### src/rtl/ecc_sram_pkg.sv
// Shared widths and SECDED helpers for the ECC static memory.
// Assumes 16 data bits in positions 1..21 (non powers of two) and an
// overall parity bit in codeword bit 0.
package ecc_sram_pkg;
    localparam int DATA_W = 16;
    localparam int HAM_W  = 5;
    localparam int POS_N  = DATA_W + HAM_W;   // code positions 1..POS_N
    localparam int CODE_W = POS_N + 1;        // plus overall parity

    typedef struct packed {
        logic [DATA_W-1:0] data;
        logic              fix;
        logic              bad;
    } dec_t;

    // Build a codeword from a data word.
    function automatic logic [CODE_W-1:0] secded_enc(input logic [DATA_W-1:0] d);
        logic [CODE_W-1:0] c;
        logic              x;
        int                k;
        c = '0;
        k = 0;
        for (int p = 1; p <= POS_N; p++) begin
            if ((p & (p - 1)) != 0) begin
                c[p] = d[k];
                k++;
            end
        end
        for (int b = 0; b < HAM_W; b++) begin
            x = 1'b0;
            for (int p = 1; p <= POS_N; p++) begin
                if (((p >> b) & 1) == 1 && (p & (p - 1)) != 0) x ^= c[p];
            end
            c[1 << b] = x;
        end
        c[0] = ^c[CODE_W-1:1];
        return c;
    endfunction

    // Check a codeword, correct one flip, flag two flips.
    function automatic dec_t secded_dec(input logic [CODE_W-1:0] c);
        dec_t              r;
        logic [HAM_W-1:0]  syn;
        logic              ov;
        logic [CODE_W-1:0] f;
        int                k;
        syn = '0;
        for (int p = 1; p <= POS_N; p++) begin
            if (c[p]) syn ^= HAM_W'(p);
        end
        ov    = ^c;
        f     = c;
        r.fix = 1'b0;
        r.bad = 1'b0;
        if (ov) begin
            if (int'(syn) <= POS_N) begin
                f[syn] = ~f[syn];
                r.fix  = 1'b1;
            end else begin
                r.bad = 1'b1;
            end
        end else if (syn != '0) begin
            r.bad = 1'b1;
        end
        if (r.bad) f = c;
        k = 0;
        r.data = '0;
        for (int p = 1; p <= POS_N; p++) begin
            if ((p & (p - 1)) != 0) begin
                r.data[k] = f[p];
                k++;
            end
        end
        return r;
    endfunction
endpackage

### src/rtl/ecc_sram_enc.sv
// Check-bit encoder: turns a 16-bit word into a 22-bit codeword.
// Purely combinational; assumes the layout fixed in ecc_sram_pkg.
module ecc_sram_enc
    import ecc_sram_pkg::*;
(
    input  logic [DATA_W-1:0] data_i,
    output logic [CODE_W-1:0] code_o
);
    // Encode the incoming word.
    always_comb code_o = secded_enc(data_i);
endmodule

### src/rtl/ecc_sram_dec.sv
// Codeword checker: corrects a single flipped bit and flags a double flip.
// On a double flip the data bits are passed through unchanged.
module ecc_sram_dec
    import ecc_sram_pkg::*;
(
    input  logic [CODE_W-1:0] code_i,
    output logic [DATA_W-1:0] data_o,
    output logic              fix_o,
    output logic              bad_o
);
    dec_t res;

    // Run the syndrome check and split the result.
    always_comb begin
        res    = secded_dec(code_i);
        data_o = res.data;
        fix_o  = res.fix;
        bad_o  = res.bad;
    end
endmodule

### src/rtl/ecc_sram.sv
// ECC-protected static memory with a strobe-style host side.
// Controls are sampled at the rising edge; reads return one cycle later.
// Partial writes read, correct, merge and re-encode the whole word.
// Assumes DEPTH is a power of two and the array fits in flops.
module ecc_sram
    import ecc_sram_pkg::*;
#(
    parameter int DEPTH = 64,
    localparam int AW   = $clog2(DEPTH),
    localparam int LANE = DATA_W / 2
) (
    input  logic              clk,
    input  logic              rst_n,
    input  logic              sel_n,
    input  logic              sel,
    input  logic              wr_n,
    input  logic              rd_n,
    input  logic              ub_n,
    input  logic              lb_n,
    input  logic              byte_mode,
    input  logic [AW:0]       addr,
    input  logic [DATA_W-1:0] dq_in,
    output logic [DATA_W-1:0] dq_out,
    output logic              dq_drive,
    output logic              err_fix,
    output logic              err_bad,
    input  logic              inj_en,
    input  logic [CODE_W-1:0] inj_mask
);
    logic [CODE_W-1:0] mem [DEPTH];
    logic [AW-1:0]     widx;
    logic [CODE_W-1:0] cw_old, cw_new;
    logic [DATA_W-1:0] old_data, merged, rd_view;
    logic              old_fix, old_bad;
    logic              picked, lane_hi, lane_lo;
    logic              do_wr, do_rd;

    // Word index and selection qualifiers.
    always_comb begin
        picked  = !sel_n && sel;
        widx    = byte_mode ? addr[AW:1] : addr[AW-1:0];
        lane_hi = byte_mode ? addr[0]  : !ub_n;
        lane_lo = byte_mode ? !addr[0] : !lb_n;
        do_wr   = !inj_en && picked && !wr_n && (lane_hi || lane_lo);
        do_rd   = !inj_en && picked && wr_n && !rd_n;
        cw_old  = mem[widx];
    end

    ecc_sram_dec u_dec (
        .code_i (cw_old),
        .data_o (old_data),
        .fix_o  (old_fix),
        .bad_o  (old_bad)
    );

    // Merge enabled lanes into the checked old word.
    always_comb begin
        merged[DATA_W-1:LANE] = lane_hi ? (byte_mode ? dq_in[LANE-1:0] : dq_in[DATA_W-1:LANE])
                                        : old_data[DATA_W-1:LANE];
        merged[LANE-1:0]      = lane_lo ? dq_in[LANE-1:0] : old_data[LANE-1:0];
    end

    ecc_sram_enc u_enc (
        .data_i (merged),
        .code_o (cw_new)
    );

    // Shape the read data for the current view.
    always_comb begin
        if (byte_mode) begin
            rd_view = {{LANE{1'b0}}, addr[0] ? old_data[DATA_W-1:LANE] : old_data[LANE-1:0]};
        end else begin
            rd_view[DATA_W-1:LANE] = ub_n ? '0 : old_data[DATA_W-1:LANE];
            rd_view[LANE-1:0]      = lb_n ? '0 : old_data[LANE-1:0];
        end
    end

    // Array update: clear on reset, fault injection, or re-encoded write.
    always_ff @(posedge clk) begin
        if (!rst_n) begin
            for (int i = 0; i < DEPTH; i++) mem[i] <= '0;
        end else if (inj_en) begin
            mem[widx] <= cw_old ^ inj_mask;
        end else if (do_wr) begin
            mem[widx] <= cw_new;
        end
    end

    // Registered read port and fault flags.
    always_ff @(posedge clk) begin
        if (!rst_n) begin
            dq_out   <= '0;
            dq_drive <= 1'b0;
            err_fix  <= 1'b0;
            err_bad  <= 1'b0;
        end else begin
            dq_out   <= do_rd ? rd_view : '0;
            dq_drive <= do_rd;
            err_fix  <= do_rd && old_fix;
            err_bad  <= do_rd && old_bad;
        end
    end

    // an unselected edge never leads to a driven bus.
    p_idle_bus_r1: assert property (@(posedge clk) disable iff (!rst_n)
        (sel_n || !sel) |=> !dq_drive);

    // a qualified read always drives the bus next cycle.
    p_read_drives_r3: assert property (@(posedge clk) disable iff (!rst_n)
        (!sel_n && sel && wr_n && !rd_n && !inj_en) |=> dq_drive);

    // a write cycle leaves the bus undriven whatever rd_n says.
    p_write_quiet_r4: assert property (@(posedge clk) disable iff (!rst_n)
        (!sel_n && sel && !wr_n) |=> (!dq_drive && !err_fix && !err_bad));

    // corrected and uncorrectable flags never coincide.
    p_flags_apart_r5: assert property (@(posedge clk) disable iff (!rst_n)
        !(err_fix && err_bad));

    // a fault flag only appears alongside driven read data.
    p_flag_on_read_r6: assert property (@(posedge clk) disable iff (!rst_n)
        (err_fix || err_bad) |-> dq_drive);

    // an injection edge suppresses the host access.
    p_inject_quiet_r10: assert property (@(posedge clk) disable iff (!rst_n)
        inj_en |=> !dq_drive);
endmodule

### config.mk
export PLATFORM = sky130hd
export DESIGN_NAME = ecc_sram
export DESIGN_NICKNAME = d
export VERILOG_FILES = /design/src/rtl/ecc_sram_pkg.sv /design/src/rtl/ecc_sram_enc.sv /design/src/rtl/ecc_sram_dec.sv /design/src/rtl/ecc_sram.sv
export SDC_FILE = /design/constraint.sdc
export NUM_CORES = 2
export LEC_CHECK = 0
export BUFFER_PORTS_ARGS = -buffer_cell sky130_fd_sc_hd__buf_2
export CAP_MARGIN = 30
export CORE_MARGIN = 1.5
export CORE_UTILIZATION = 41
export CTS_CLUSTER_DIAMETER = 50
export DETAILED_ROUTE_END_ITERATION = 16
export SLEW_MARGIN = 20
export SYNTH_ARGS = -nofsm -noshare
export SYNTH_HDL_FRONTEND = slang
export SYNTH_SLANG_ARGS = --single-unit
### constraint.sdc
create_clock -name clk -period 9.75 [get_ports clk]
set_input_delay 0.975 -clock clk [delete_from_list [all_inputs] [get_ports clk]]
set_output_delay 0.975 -clock clk [all_outputs]
set_load 0.01 [all_outputs]
### Word level (Yosys, flattened, before mapping)

Memory sizes are Yosys's and may differ from the RTL's.
Cells that the tools add are included.

* word-level logic and storage cells: 147
* bits in registers: 19
* memories kept: 1
* bits in writable memories: 1408

* $lt $le $gt $ge: 3
* reductions and logical operators: 23
* bitwise logic cells: 60
* muxes and demuxes: 55

Memory list
* mem: words 64, width 22, rd ports 1, clocked after Yosys merged registers in 0, write ports 64, line ecc_sram.sv:30 `logic [CODE_W-1:0] mem [DEPTH];`

Operators with widths (count)
* $mux 22: 5
* $mux 8: 6
* $xor 1x1->1: 35
* $mux 4: 8
* $mux 5: 6
* $bwmux 22: 1
* $reduce_or 22->1: 1
* $reduce_xor 22->1: 1
* $xor 22x22->22: 1
* $reduce_xor 21->1: 1
* $mux 1: 19
* $not 2->2: 9
* $not 3->3: 6
* $mux 3: 4
* $mux 6: 2
* $logic_and 1x1->1: 9
* $logic_not 1->1: 7
* $lt 5x6->1 const B: 1
* $bmux 1 s5: 1
* $demux 1 s5: 1
* $ge 5x1->1 const B: 1
* $le 5x5->1 const B: 1
* $reduce_bool 5->1: 1
* $mux 2: 2
* 7 further kinds: 12

### Depth between registers and ports, before layout

An unclocked memory read counts as a cell.

* word-level depth: 60
* gate-level depth with buffers: 29

### By module

Synthesis repeated with hierarchy kept, for this count alone.

* cell total of the unflattened synthesis: 5306
* area, all modules: 70103.5 um^2

By module, submodules not included
* ecc_sram: area each 68773.5 um^2, cells each 5151, times used 1
* ecc_sram_dec: area each 894.6 um^2, cells each 112, times used 1
* ecc_sram_enc: area each 435.4 um^2, cells each 43, times used 1

### Worst setup path before layout

No wires, ideal clock.

* path type: input port to flip-flop
* from: input addr[2]
* to: memory mem[0][0] (netlist bit), data pin
* setup time: 160 ps
* slack: 2651 ps
* arrival: 6939 ps
* stages on the path: 23
* required time: 9590 ps
* cell sequence: buf_2 buf_4 nand2_1 clkbuf_1 clkbuf_1 nor3_1 or4_1 nor3_1 a2bb2oi_1 nand4_1 xor2_1 xnor2_1 xor3_1 or3_4 or3_4 mux2i_4 mux2_2 xnor3_1 xnor2_2 xnor3_1 buf_6 buf_6 a211oi_2

RTL lines
* from (decl): line ecc_sram.sv:21 `input logic [AW:0] addr,`
* to (decl): line ecc_sram.sv:30

==> flow_summary_export.csv <==
group,metric,value,unit
pwr,p_per_area,240,nW/um2
floorplan,die_area,160000,um2
critical_path,crit-reg2reg-capture,"mem[38][1]",
critical_path,crit_path_start_kind,"input port",
critical_path,crit_arrival,9.10,ns
clocking,clockBufferDepth,3,
timing,fin_crit,8.59,ns
critical_path,worstPathRequired,10.26,ns
timing,skew,0.0449,ns
critical_path,startpoint,"byte_mode",
floorplan,io_pins,74,
floorplan,die_w,400,um
timing,setup_viol,0,
clocking,clockRootBuffer,"clkbuf_16",
clocking,clock_sinks,1427,
grt,track_usage,30.0,%
timing,finalMaxSlewViolations,0,
final_layout,design_area,73400,um2
timing,rsz0062_at_grt,"false",
clocking,cts_resized,0,
timing,tightest_slew,1.14,ns
grt,grt_pass1_wl,341000,um
critical_path,crit_end,"mem[38][1]",
synthesis,netlist_instances,5548,
route,ant_nets,0,
critical_path,r2r_start,"mem[37][19]",
floorplan,coreArea,156000,um2
synthesis,syn-cell-area,64500,um2
critical_path,reg2reg_slack,2.25,ns
timing,post-route-period-util,88.1,%
final_layout,fin_util,47.0,%
placed_design,placed_area,68600,um2
route,routed_wl,244000,um
synthesis,synth.distinct_cells,91,
placed_design,portBuffers,73,
timing,finalHoldViolCount,0,
grt,grt_max_degree,79,
clocking,path_clk_slew,0.06,ns
floorplan,die_h,400,um
final_layout,layout_commonest_cell,"edfxtp_1",
synthesis,synth-seq-cells,1427,
clocking,h-tree-depth,4,
grt,antenna_found_initial,11,
synthesis,synth_flop_cell,"edfxtp_1",
route,drt_iter0_markers,7430,
synthesis,ys_warn_count,0,
critical_path,reg2reg_depth,19,
clocking,tritoncts,"done",
route,drt_pass1_iterations,6,
final_layout,mostFrequentLayoutCells,"1408 x edfxtp_1, 1289 x nor2_1, 343 x nand2_1",
clocking,cts_buffers,152,
grt,grt_pass1_vias,45700,
synthesis,synth_edf_count,1408,
route,wl_per_cell,31.5,um
critical_path,end_kind,"flop",
critical_path,path_max_fanout,43,
timing,setup_tns,0,ns
run,drv_cap,0,
placed_design,dpl.hpwl,153000,um
route,drcViolationCount,0,
synthesis,ys_seq_area_share,66.1,%
floorplan,initial_utilization,41.3,%
pwr,ir_drop,0.000996,V
final_layout,syn_to_final_growth,13.8,%
clocking,clock_latency,0.83,ns
min_path,hp-class,"in -> reg",
min_path,hold_depth,4,
synthesis,syn_avg_cell_area,11.6,um2
final_layout,drive_above_1_share,14.0,%
floorplan,rows,145,
final_layout,nNetsFinal,5601,
synthesis,async_flop_share,0,%
placed_design,gp_congestion,0.979,
critical_path,crit_type,"in -> reg",
route,via_count,49200,
route,detail_route.vias_per_cell,6.36,
clocking,postCtsSetupBuffers,0,
timing,max_freq,0.116,GHz
synthesis,syn_nets,5603,
clocking,cts.hold.buffers_added,0,
timing,slew_headroom,23.5,%
grt,grt.overflow.total,0,
pwr,p_leak,25.4,nW
outcome,status,"finished, final reports clean",
## cell type report
type,count,area (um2)
clock buffer,194,4050
tap,2058,2570
antenna,3,7.51
sequential,1427,42700
fill,13900,82800
multi-input combinational,3532,19700
clock inverter,79,717
inverter,8,30.0
timing repair buffer,425,3600
## per-stage QoR
step	total power, mW	hold WS (ns)	std cells	worst slack, ns
6_report	17.6	0.565	7726	1.16
5_1_grt	18.0	0.581	7724	0.974
4_1_cts	17.5	0.522	7721	1.43
3_5_place_dp	11.9	1.23	7448	0.606
3_3_place_gp	11.9	1.20	7434	0.589
2_1_floorplan	10.3	0.850	5548	2.65
## worst max-delay path, cell delays in order
cell	delay (ns)
buf_2	0.49
and4bb_2	0.35
buf_12	0.17
nor2_4	0.83
buf_4	0.34
o22ai_1	0.09
nor3_1	0.62
o22ai_1	0.17
or4_1	0.75
xor2_1	0.23
xnor2_1	0.18
xnor2_1	0.68
o41ai_1	0.25
a211oi_2	0.62
o311ai_1	0.17
buf_4	0.17
xnor2_1	0.18
xnor3_1	0.29
xnor2_2	0.22
xnor2_4	0.75
buf_12	0.29
a21oi_1	0.10
## cell usage after synthesis (89+ instances only)
cell type	n	area share, %
nand3_1	91	0.71
o21ai_0	263	2.0
edfxtp_1	1408	66
a31oi_1	99	0.96
nor3_1	138	1.1
a21oi_1	259	2.0
clkbuf_1	431	2.5
nand2_1	354	2.1
a22oi_1	263	3.1
nor2_1	1306	7.6
buf_2	89	0.69
o22ai_1	97	0.94
## metal layers
layer	GRT usage [%]	vias up	wire [um]
li1	-	20500	-
met1	39.7	24700	90800
met2	44.6	3395	107000
met3	7.57	569	29800
met4	17.6	6	15800
met5	0	-	36
## power by group
part           switching [mW]  internal (mW)  total [mW]  leakage [nW]
Sequential             0.0603           6.94        7.00          14.7
Clock                    2.49           3.14        5.64          2.30
Combinational            3.79           1.17        4.96          8.38
## how the worst min path moves through the flow
stage                      from    endpoint  slack [ns]
finish                     ub_n  dq_out[12]        0.57
global route               lb_n   dq_out[6]        0.58
CTS                        lb_n   dq_out[6]        0.52
detailed placement  mem[48][20]  dq_out[14]        1.23
global placement    mem[48][20]  dq_out[14]        1.20
floorplan           mem[32][20]  dq_out[14]        0.85
## kinds of logic (layout without fill, tap and decap cells)
kind of cell | count (synthesis) | count (layout) | share of synthesized area (%)
AO/OA/AOI/OAI | 1289 | 1289 | 13.3
XOR/XNOR | 92 | 92 | 1.52
buffers and inverters | 589 | 706 | 3.96
flip-flops | 1427 | 1427 | 66.1
multiplexers | 29 | 29 | 0.518
other | 0 | 3 | 0
AND/OR/NAND/NOR | 2122 | 2122 | 14.5
## sequential cells by signal, indices dropped and copies added, names as in the netlist
name,count
mem,1408
dq_out,16
dq_drive,1
err_bad,1
err_fix,1
(Power assumes the default switching activity.)
